--- src/rtl/octal_latched_xcvr.sv ---
module octal_latched_xcvr #(
  parameter int W = 8
) (
  input  logic         clk,
  input  logic         ce_ab_n,
  input  logic         le_ab_n,
  input  logic         oe_ab_n,
  input  logic         ce_ba_n,
  input  logic         le_ba_n,
  input  logic         oe_ba_n,
  input  logic [W-1:0] a_in,
  output logic [W-1:0] a_out,
  output logic         a_drv,
  input  logic [W-1:0] b_in,
  output logic [W-1:0] b_out,
  output logic         b_drv
);

  logic         open_ab, open_ba;
  logic [W-1:0] bank_ab, bank_ba;
  logic [W-1:0] view_ab, view_ba;

  assign open_ab = ~(ce_ab_n | le_ab_n);
  assign open_ba = ~(ce_ba_n | le_ba_n);

  always_ff @(posedge clk) begin
    if (open_ab) bank_ab <= a_in;
    if (open_ba) bank_ba <= b_in;
  end

  assign view_ab = open_ab ? a_in : bank_ab;
  assign view_ba = open_ba ? b_in : bank_ba;

  assign b_drv = ~(ce_ab_n | oe_ab_n);
  assign a_drv = ~(ce_ba_n | oe_ba_n);
  assign b_out = b_drv ? view_ab : '0;
  assign a_out = a_drv ? view_ba : '0;

  logic armed = 1'b0;
  always_ff @(posedge clk) armed <= 1'b1;

  p_hold_ce_r2: assert property (@(posedge clk) disable iff (!armed)
    ce_ab_n |=> $stable(bank_ab));
  p_hold_le_r3: assert property (@(posedge clk) disable iff (!armed)
    le_ab_n |=> $stable(bank_ab));
  p_follow_r1: assert property (@(posedge clk) disable iff (!armed)
    (!ce_ab_n && !le_ab_n && !oe_ab_n) |-> (b_out == a_in));
  p_quiet_b_r4: assert property (@(posedge clk) disable iff (!armed)
    (ce_ab_n || oe_ab_n) |-> (b_out == '0 && !b_drv));
  p_hold_ba_r6: assert property (@(posedge clk) disable iff (!armed)
    (ce_ba_n || le_ba_n) |=> $stable(bank_ba));
  p_quiet_a_r7: assert property (@(posedge clk) disable iff (!armed)
    (ce_ba_n || oe_ba_n) |-> (a_out == '0 && !a_drv));
  p_no_contention_r9: assert property (@(posedge clk) disable iff (!armed)
    !(a_drv && b_drv));

endmodule

--- config.mk ---
export PLATFORM = sky130hd
export DESIGN_NAME = octal_latched_xcvr
export DESIGN_NICKNAME = d
export VERILOG_FILES = /design/src/rtl/octal_latched_xcvr.sv
export SDC_FILE = /design/constraint.sdc
export NUM_CORES = 1
export LEC_CHECK = 0
export ABC_CLOCK_PERIOD_IN_PS = 800
export BUFFER_PORTS_ARGS = -buffer_cell sky130_fd_sc_hd__buf_2
export CAP_MARGIN = 10
export CORE_UTILIZATION = 39
export CTS_CLUSTER_DIAMETER = 200
export DETAILED_ROUTE_END_ITERATION = 8
export PLACE_DENSITY = 0.8
export SYNTH_ARGS = -nofsm -noshare
export SYNTH_HDL_FRONTEND = slang
export SYNTH_SLANG_ARGS = --single-unit
export TNS_END_PERCENT = 100
--- constraint.sdc ---
create_clock -name clk -period 0.8 [get_ports clk]
set_input_delay 0.08 -clock clk [delete_from_list [all_inputs] [get_ports clk]]
set_output_delay 0.08 -clock clk [all_outputs]
set_load 0.005 [all_outputs]
==> Word level (Yosys, flattened, before mapping) <==
Index checks and enable logic that the tools add are counted.
{ "totals": {"latchBits": 0, "ram_bits": 0, "inputBits": 23, "mem_count": 0, "wordCells": 12, "reg_bits": 16, "rom_bits": 0, "out_inout_bits": 18} }
{ "classes": {"eq_ne": 0, "n_reduce_logical": 0, "magnitude_cmp": 0, "add_sub_neg": 0, "muxes": 4, "bitwise": 6, "div_mod_pow": 0, "multipliers": 0, "n_shift": 0} }
{ "op_table": {"columns": ["op", "count"], "rows": [
  ["2-to-1 mux 8 bit", 4],
  ["OR 1 bit", 4],
  ["inverter 1 bit", 2]
]} }

==> Depth between registers and ports, before layout <==
Gate-level depths: netlist of the first run.
{ "logic_depth": {"ltp_word": 3, "depth_mapped": 3, "ltp_nobuf": 2} }

==> Worst setup path before layout of the first run <==
No wires, ideal clock.
{ "synth_timing": {"kind": "input -> register", "startpoint": "input port le_ab_n", "endpoint": "register bank_ab[0]", "path_stages": 3, "path_buffers": 1, "path_slack_ns": -0.022, "required_ns": 0.679, "setup_ns": 0.121, "arrival_ns": 0.702, "path_cell_list": "buf_6 -> nor2_8 -> mux2_2"} }
{ "synth_between": {"elab_chain_len": 2} }
{ "synth_lines": {"columns": ["element", "line", "rtl"], "rows": [
  ["from (decl)", "6", "input logic le_ab_n,"],
  ["OR 1 bit", "23", "assign open_ab = ~(ce_ab_n | le_ab_n);"],
  ["2-to-1 mux 8 bit", null, null],
  ["via view_ab[0]", "21", "logic [W-1:0] view_ab, view_ba;"],
  ["to (signal assigned)", "27", "if (open_ab) bank_ab <= a_in;"],
  ["to (decl)", "20", "logic [W-1:0] bank_ab, bank_ba;"]
]} }
The timed path passes the listed nets, and every way through them passes these cells.

==> Worst setup path after layout of the first run <==
{ "layout_timing": {"startpoint": "register bank_ba[6]", "endpoint": "output port a_out[6]"} }
{ "layout_between": {"elab_chain_len": 2} }
{ "layout_lines": {"columns": ["element", "line", "rtl"], "rows": [
  ["from (decl)", "20", null],
  ["from (signal assigned)", "28", "if (open_ba) bank_ba <= b_in;"],
  ["2-to-1 mux 8 bit", null, null],
  ["2-to-1 mux 8 bit", "37", "assign a_out = a_drv ? view_ba : '0;"],
  ["to (decl)", "12", "output logic [W-1:0] a_out,"]
]} }
No other way between the ends.

==> results of run 1 <==
metal layers:
metal,wire [µm],vias up
met5,0,-
li1,-,335
met4,8,0
met2,680,33
met3,144,2
met1,651,277
through the flow:
step	TNS, ns	utilization	cell area [µm²]
2_1_floorplan	0	-	813
3_3_place_gp	-3.23	0.517	1010
3_5_place_dp	-3.61	0.517	1010
4_1_cts	-3.08	0.542	1060
5_1_grt	-3.97	0.554	1090
6_report	-2.92	0.554	1090
power by group through the flow:
stage	sequential, µW	clock, µW	combinational (µW)
detailed placement	1000	0	411
CTS	985	527	430
finish	1000	515	438
global route	1020	576	483
global placement	993	0	396
floorplan	982	0	285
placed cells by master, fill, tap and decap left out, drive strengths merged:
cell	synthesis	final
buf	4	41
clkbuf	0	4
dfxtp	16	16
inv	2	2
mux2	16	16
mux2i	16	16
nor2	18	18
or2	2	2
worst max-delay path, stage by stage (launching register included):
cell and delay, ns:
dfxtp_2 0.33, mux2i_1 0.14, nor2_1 0.06, buf_2 0.12
flip-flops by register name, summed over array words and instances, names as in the netlist:
signal,flops
bank_ba,8
bank_ab,8
cell families after synthesis:
group / share of synthesized area
buffers and inverters: 0.0492
flip-flops: 0.394
multiplexers: 0.418
AND/OR/NAND/NOR: 0.138
worst max-delay path by stage:
stage	to	depth (start not counted)
after floorplan	bank_ab[0]	3
after global routing	a_out[3]	3
final	a_out[6]	3
after detailed placement	bank_ab[5]	3
after global placement	bank_ab[7]	3
after CTS	a_out[1]	3
cell type report:
type / count / area (µm²)
Clock buffer: 4 / 36.3
Timing Repair Buffer: 41 / 211
Inverter: 2 / 7.51
Fill cell: 189 / 875
Sequential cell: 16 / 337
Multi-Input combinational cell: 52 / 462
Tap cell: 27 / 33.8
timing repair:
item | in CTS | in global routing
setup endpoints to repair | 17 | 18
gates resized for setup | 3 | 14
buffers inserted | 1 | 0
pin swaps | 1 | 6
==> impl_metrics.json, run 1 <==
{
  "status": "finished with violations",
  "violated_checks": "setup timing",
  "peakVddDrop_mv": 1.14,
  "grt_util_met1": 0.161,
  "die-height_um": 47.7,
  "post_layout_nonfiller_instances": 142,
  "power_per_cell_area_nw_per_um2": 1800,
  "gr-total-overflow": 0,
  "antenna_found_initial": 0,
  "p_int_uw": 1480,
  "detail_route.wl_per_cell_um": 10.5,
  "placed_cells_incl_taps": 137,
  "min_path_cells": 2,
  "yosys_register_bits": 16,
  "post_cts_clock_slew_at_the_launch_and_capture_registers_of_the_worst_setup_and_hold_paths_ns": 0.09,
  "die_outline_area_um2": 2270,
  "fmaxAchievable_mhz": 995,
  "grt_first_pass_wirelength_um": 2310,
  "p_sw_uw": 471,
  "post_layout_minimum_cycle_time_ns": 1.00,
  "power.total_uw": 1960,
  "required_ns": 0.72,
  "critical_path.max_fanout": 2,
  "reg2reg_setup_slack_ns": -0.01,
  "grt_usage": 0.148,
  "slew_headroom": 0.784,
  "via_count": 647,
  "synth_cell_type_count": 9,
  "area_growth_pct": 33.7,
  "start_util": 0.415,
  "post_route_cells_drive_above_1_share": 0.678,
  "tritoncts_clock_tree": "yes",
  "clock_tree.buffer_depth": 2,
  "holdCritStartpoint": "a_in[1]",
  "synthDominantAreaCellType": "dfxtp_1",
  "groute.layer.met3.usage": 0.0302,
  "route.detailed.vias_per_inst": 4.56,
  "worst_skew_pair.late_latency_ns": 0.27,
  "share_seq_of_total_power": 0.513,
  "setup_viol": 17,
  "ys.warnings.count": 0,
  "fin_hold_ws_ns": 0.0404,
  "num_antenna_cells": 0,
  "rr_startpoint": "bank_ab[0]",
  "gp_congestion": 0.707,
  "cts_inserted_buffers": 3,
  "crit_path_start_kind": "register",
  "synth_enable_flop_cells": 0,
  "sw_frac_of_total": 0.241,
  "synth.cell_area_um2": 813,
  "drv_cap": 0,
  "core-area_um2": 1960,
  "synth_top_cells_by_count": "16 x dfxtp_1, 16 x mux2_2, 16 x mux2i_1, 16 x nor2_1",
  "leakagePower_uw": 0.000576,
  "clock_power_share": 0.263,
  "die_w_um": 47.7,
  "groute.layer.met2.usage": 0.266,
  "yosys.area.top_type_share": 0.394,
  "place_worst_setup_slack_ns": -0.161,
  "count_of_input_and_output_buffers": 40,
  "detail-route-antenna-nets": 0,
  "syn-num-nets": 97,
  "regToRegEndpoint": "bank_ab[0]",
  "timing_max_transition_violations_final": 0,
  "drc": 0,
  "nNetsFinal": 139,
  "post-route-period-util": 1.26,
  "worst_slew_pin_slew_ns": 0.324,
  "wire_length_reported_by_the_detailed_router_um": 1480,
  "path_class": "reg -> out",
  "power.combinational.fraction": 0.224,
  "final_hold_viol_count": 0,
  "setup_slack_ns": -0.205,
  "worst_setup_path_end_kind": "output pin",
  "synth_cells": 74,
  "drt_first_iter_violations": 1,
  "ctsHoldBuffers": 0,
  "final.setup_skew_ns": 0,
  "synthesis.area_per_instance_um2": 11.0,
  "grt_max_degree": 10,
  "async_reset_ff_frac": 0,
  "crit_arrival_ns": 0.92,
  "synth_sequential_area_ratio": 0.394,
  "ys.flop_type": "dfxtp_1",
  "crit_path_start": "bank_ba[6]",
  "std_cell_rows": 16,
  "cts.sink_count": 16,
  "cts_root_buf": "clkbuf_4",
  "hold_class": "in -> reg",
  "ctsHtreeMaxLevel": 1,
  "synthTopCellsByArea": "dfxtp_1 39%, mux2_2 22%, mux2i_1 20%",
  "min_to": "bank_ab[1]",
  "grt_setup_unrepaired": "true",
  "drtPass1Iterations": 2,
  "worstRegToRegCells": 2,
  "pin_count": 41,
  "first_global_vias": 579,
  "grt.busiest_layer": "met2"
}
Note: power is estimated with default switching activity, not from simulation.
==> inputs of run 2 (changes only) <==
==> config.mk (replaced) <==
export PLATFORM = sky130hd
export DESIGN_NAME = octal_latched_xcvr
export DESIGN_NICKNAME = d
export VERILOG_FILES = /design/src/rtl/octal_latched_xcvr.sv
export SDC_FILE = /design/constraint.sdc
export NUM_CORES = 1
export LEC_CHECK = 0
export CAP_MARGIN = 10
export CORE_UTILIZATION = 31
export CTS_CLUSTER_DIAMETER = 200
export DETAILED_ROUTE_END_ITERATION = 8
export DONT_BUFFER_PORTS = 1
export PLACE_DENSITY = 0.53
export SYNTH_ARGS = -nofsm -noshare
export SYNTH_HDL_FRONTEND = slang
export SYNTH_SLANG_ARGS = --single-unit
export TNS_END_PERCENT = 100
==> impl_metrics.json, run 2 (synthesis gave the netlist of run 1 again) <==
{
  "grt_max_degree": 10,
  "groute.layer.met3.usage": 0.0460,
  "dpl-instance-area_um2": 818,
  "largestRegisters": "bank_ab x8, bank_ba x8",
  "num_antenna_cells": 0,
  "grt_usage": 0.127,
  "setup_viol": 16,
  "worst_setup_path_end_kind": "output pin",
  "violated_checks": "setup timing",
  "setup_slack_ns": -0.114,
  "worst_skew_pair.late_latency_ns": 0.27,
  "core-area_um2": 2480,
  "slowest_stage": "dfxtp_2",
  "power.total_uw": 1770,
  "groute.layer.met2.usage": 0.200,
  "critical_path.max_fanout": 2,
  "area_growth_pct": 27.4,
  "crit_arrival_ns": 0.83,
  "gr-total-overflow": 0,
  "cts_inserted_buffers": 3,
  "peakVddDrop_mv": 0.832,
  "required_ns": 0.72,
  "drt_first_iter_violations": 4,
  "route.detailed.vias_per_inst": 4.75,
  "tns_ns": -1.28,
  "count_of_input_and_output_buffers": 0,
  "post_layout_minimum_cycle_time_ns": 0.914,
  "gp_congestion": 0.546,
  "start_util": 0.328,
  "first_global_vias": 569,
  "final_hold_viol_count": 0,
  "drv_cap": 0,
  "fmaxAchievable_mhz": 1090,
  "worst_slew_pin_slew_ns": 0.306,
  "pin_count": 41,
  "std_cell_rows": 18,
  "grt.busiest_layer": "met2",
  "path_class": "reg -> out",
  "timing_max_transition_violations_final": 0,
  "final.setup_skew_ns": 0,
  "crit_path_start_kind": "register",
  "nNetsFinal": 115,
  "leakagePower_uw": 0.000452,
  "drc": 0,
  "n_fill_cell": 270,
  "final_util": 0.418,
  "die_outline_area_um2": 2830,
  "critical-path-max-stage-delay_ns": 0.33,
  "post-route-period-util": 1.14,
  "cts.sink_count": 16,
  "drtPass1Iterations": 4,
  "clock_tree.buffer_depth": 2,
  "grt_setup_unrepaired": "true",
  "detail-route-antenna-nets": 0,
  "via_count": 570,
  "post_route_cells_drive_above_1_share": 0.422,
  "cts_root_buf": "clkbuf_4",
  "status": "finished with violations",
  "post-route-cell-area_um2": 1040,
  "wire_length_reported_by_the_detailed_router_um": 1650,
  "ctsHtreeMaxLevel": 1,
  "die-height_um": 53.2,
  "crit_chain": "mux2i_1, nor2_1",
  "antenna_found_initial": 0,
  "power_per_cell_area_nw_per_um2": 1710,
  "most-common-layout-cells": "16 x mux2i_1, 16 x nor2_1, 16 x dfxtp_2, 16 x dlygate4sd3_1, 15 x mux2_2",
  "grt_first_pass_wirelength_um": 2510,
  "hold_class": "in -> reg",
  "die_w_um": 53.2,
  "grt_util_met1": 0.148,
  "place_worst_setup_slack_ns": 0.0760,
  "slew_headroom": 0.796,
  "detail_route.wl_per_cell_um": 13.8,
  "post_cts_clock_slew_at_the_launch_and_capture_registers_of_the_worst_setup_and_hold_paths_ns": 0.09,
  "tritoncts_clock_tree": "yes"
}
==> run 2: metrics by stage <==
stage / hold slack (ns) / instances
2_1_floorplan: 0.226 / 74
3_3_place_gp: 0.226 / 100
3_5_place_dp: 0.229 / 100
4_1_cts: 0.0481 / 120
5_1_grt: 0.0227 / 120
6_report: 0.0477 / 120
==> run 2: area by class of cell <==
type | instances | area (µm²) | share of cell area
Clock buffer | 3 | 22.5 | 0.0217
Inverter | 2 | 7.51 | 0.00725
Multi-Input combinational cell | 52 | 457 | 0.441
Sequential cell | 16 | 340 | 0.329
Tap cell | 30 | 37.5 | 0.0362
Timing Repair Buffer | 17 | 171 | 0.165
==> run 2: final timing paths <==
| path | from | end | slack [ns] | depth (start not counted) |
|---|---|---|---|---|
| worst max register to register | bank_ab[7] | bank_ab[7] | 0.01 | 2 |
| worst min-delay path | le_ab_n | bank_ab[7] | 0.05 | 2 |
| worst max-delay path | bank_ba[6] | a_out[6] | -0.11 | 2 |
| worst min register to register | bank_ab[4] | bank_ab[4] | 0.48 | 1 |
==> run 2: routing by layer <==
metal,part of all wire,up-vias
li1,-,284
met1,0.42,269
met2,0.50,15
met3,0.074,2
met4,0.0091,0
met5,0,-
==> run 2: repair_timing <==
| item | 4_1_cts | 5_1_grt |
|---|---|---|
| hold buffers | 16 | 0 |
| gates resized for setup | 14 | 4 |
| buffers inserted | 1 | 0 |
| setup endpoints to repair | 16 | 17 |
| pin swaps | 1 | 2 |
| endpoints found under the hold margin | 16 | 0 |
==> run 2: power by group <==
group | switching, µW | leakage [µW] | internal (µW)
Sequential | 56.1 | 0.000135 | 947
Clock | 235 | 0.0000138 | 174
Combinational | 118 | 0.000303 | 244
==> run 2: critical path, delay by kind of cell, from the launching register on <==
kind          cells  cell delay (ns)
flops             1             0.33
mux               1             0.15
simple gates      1             0.08
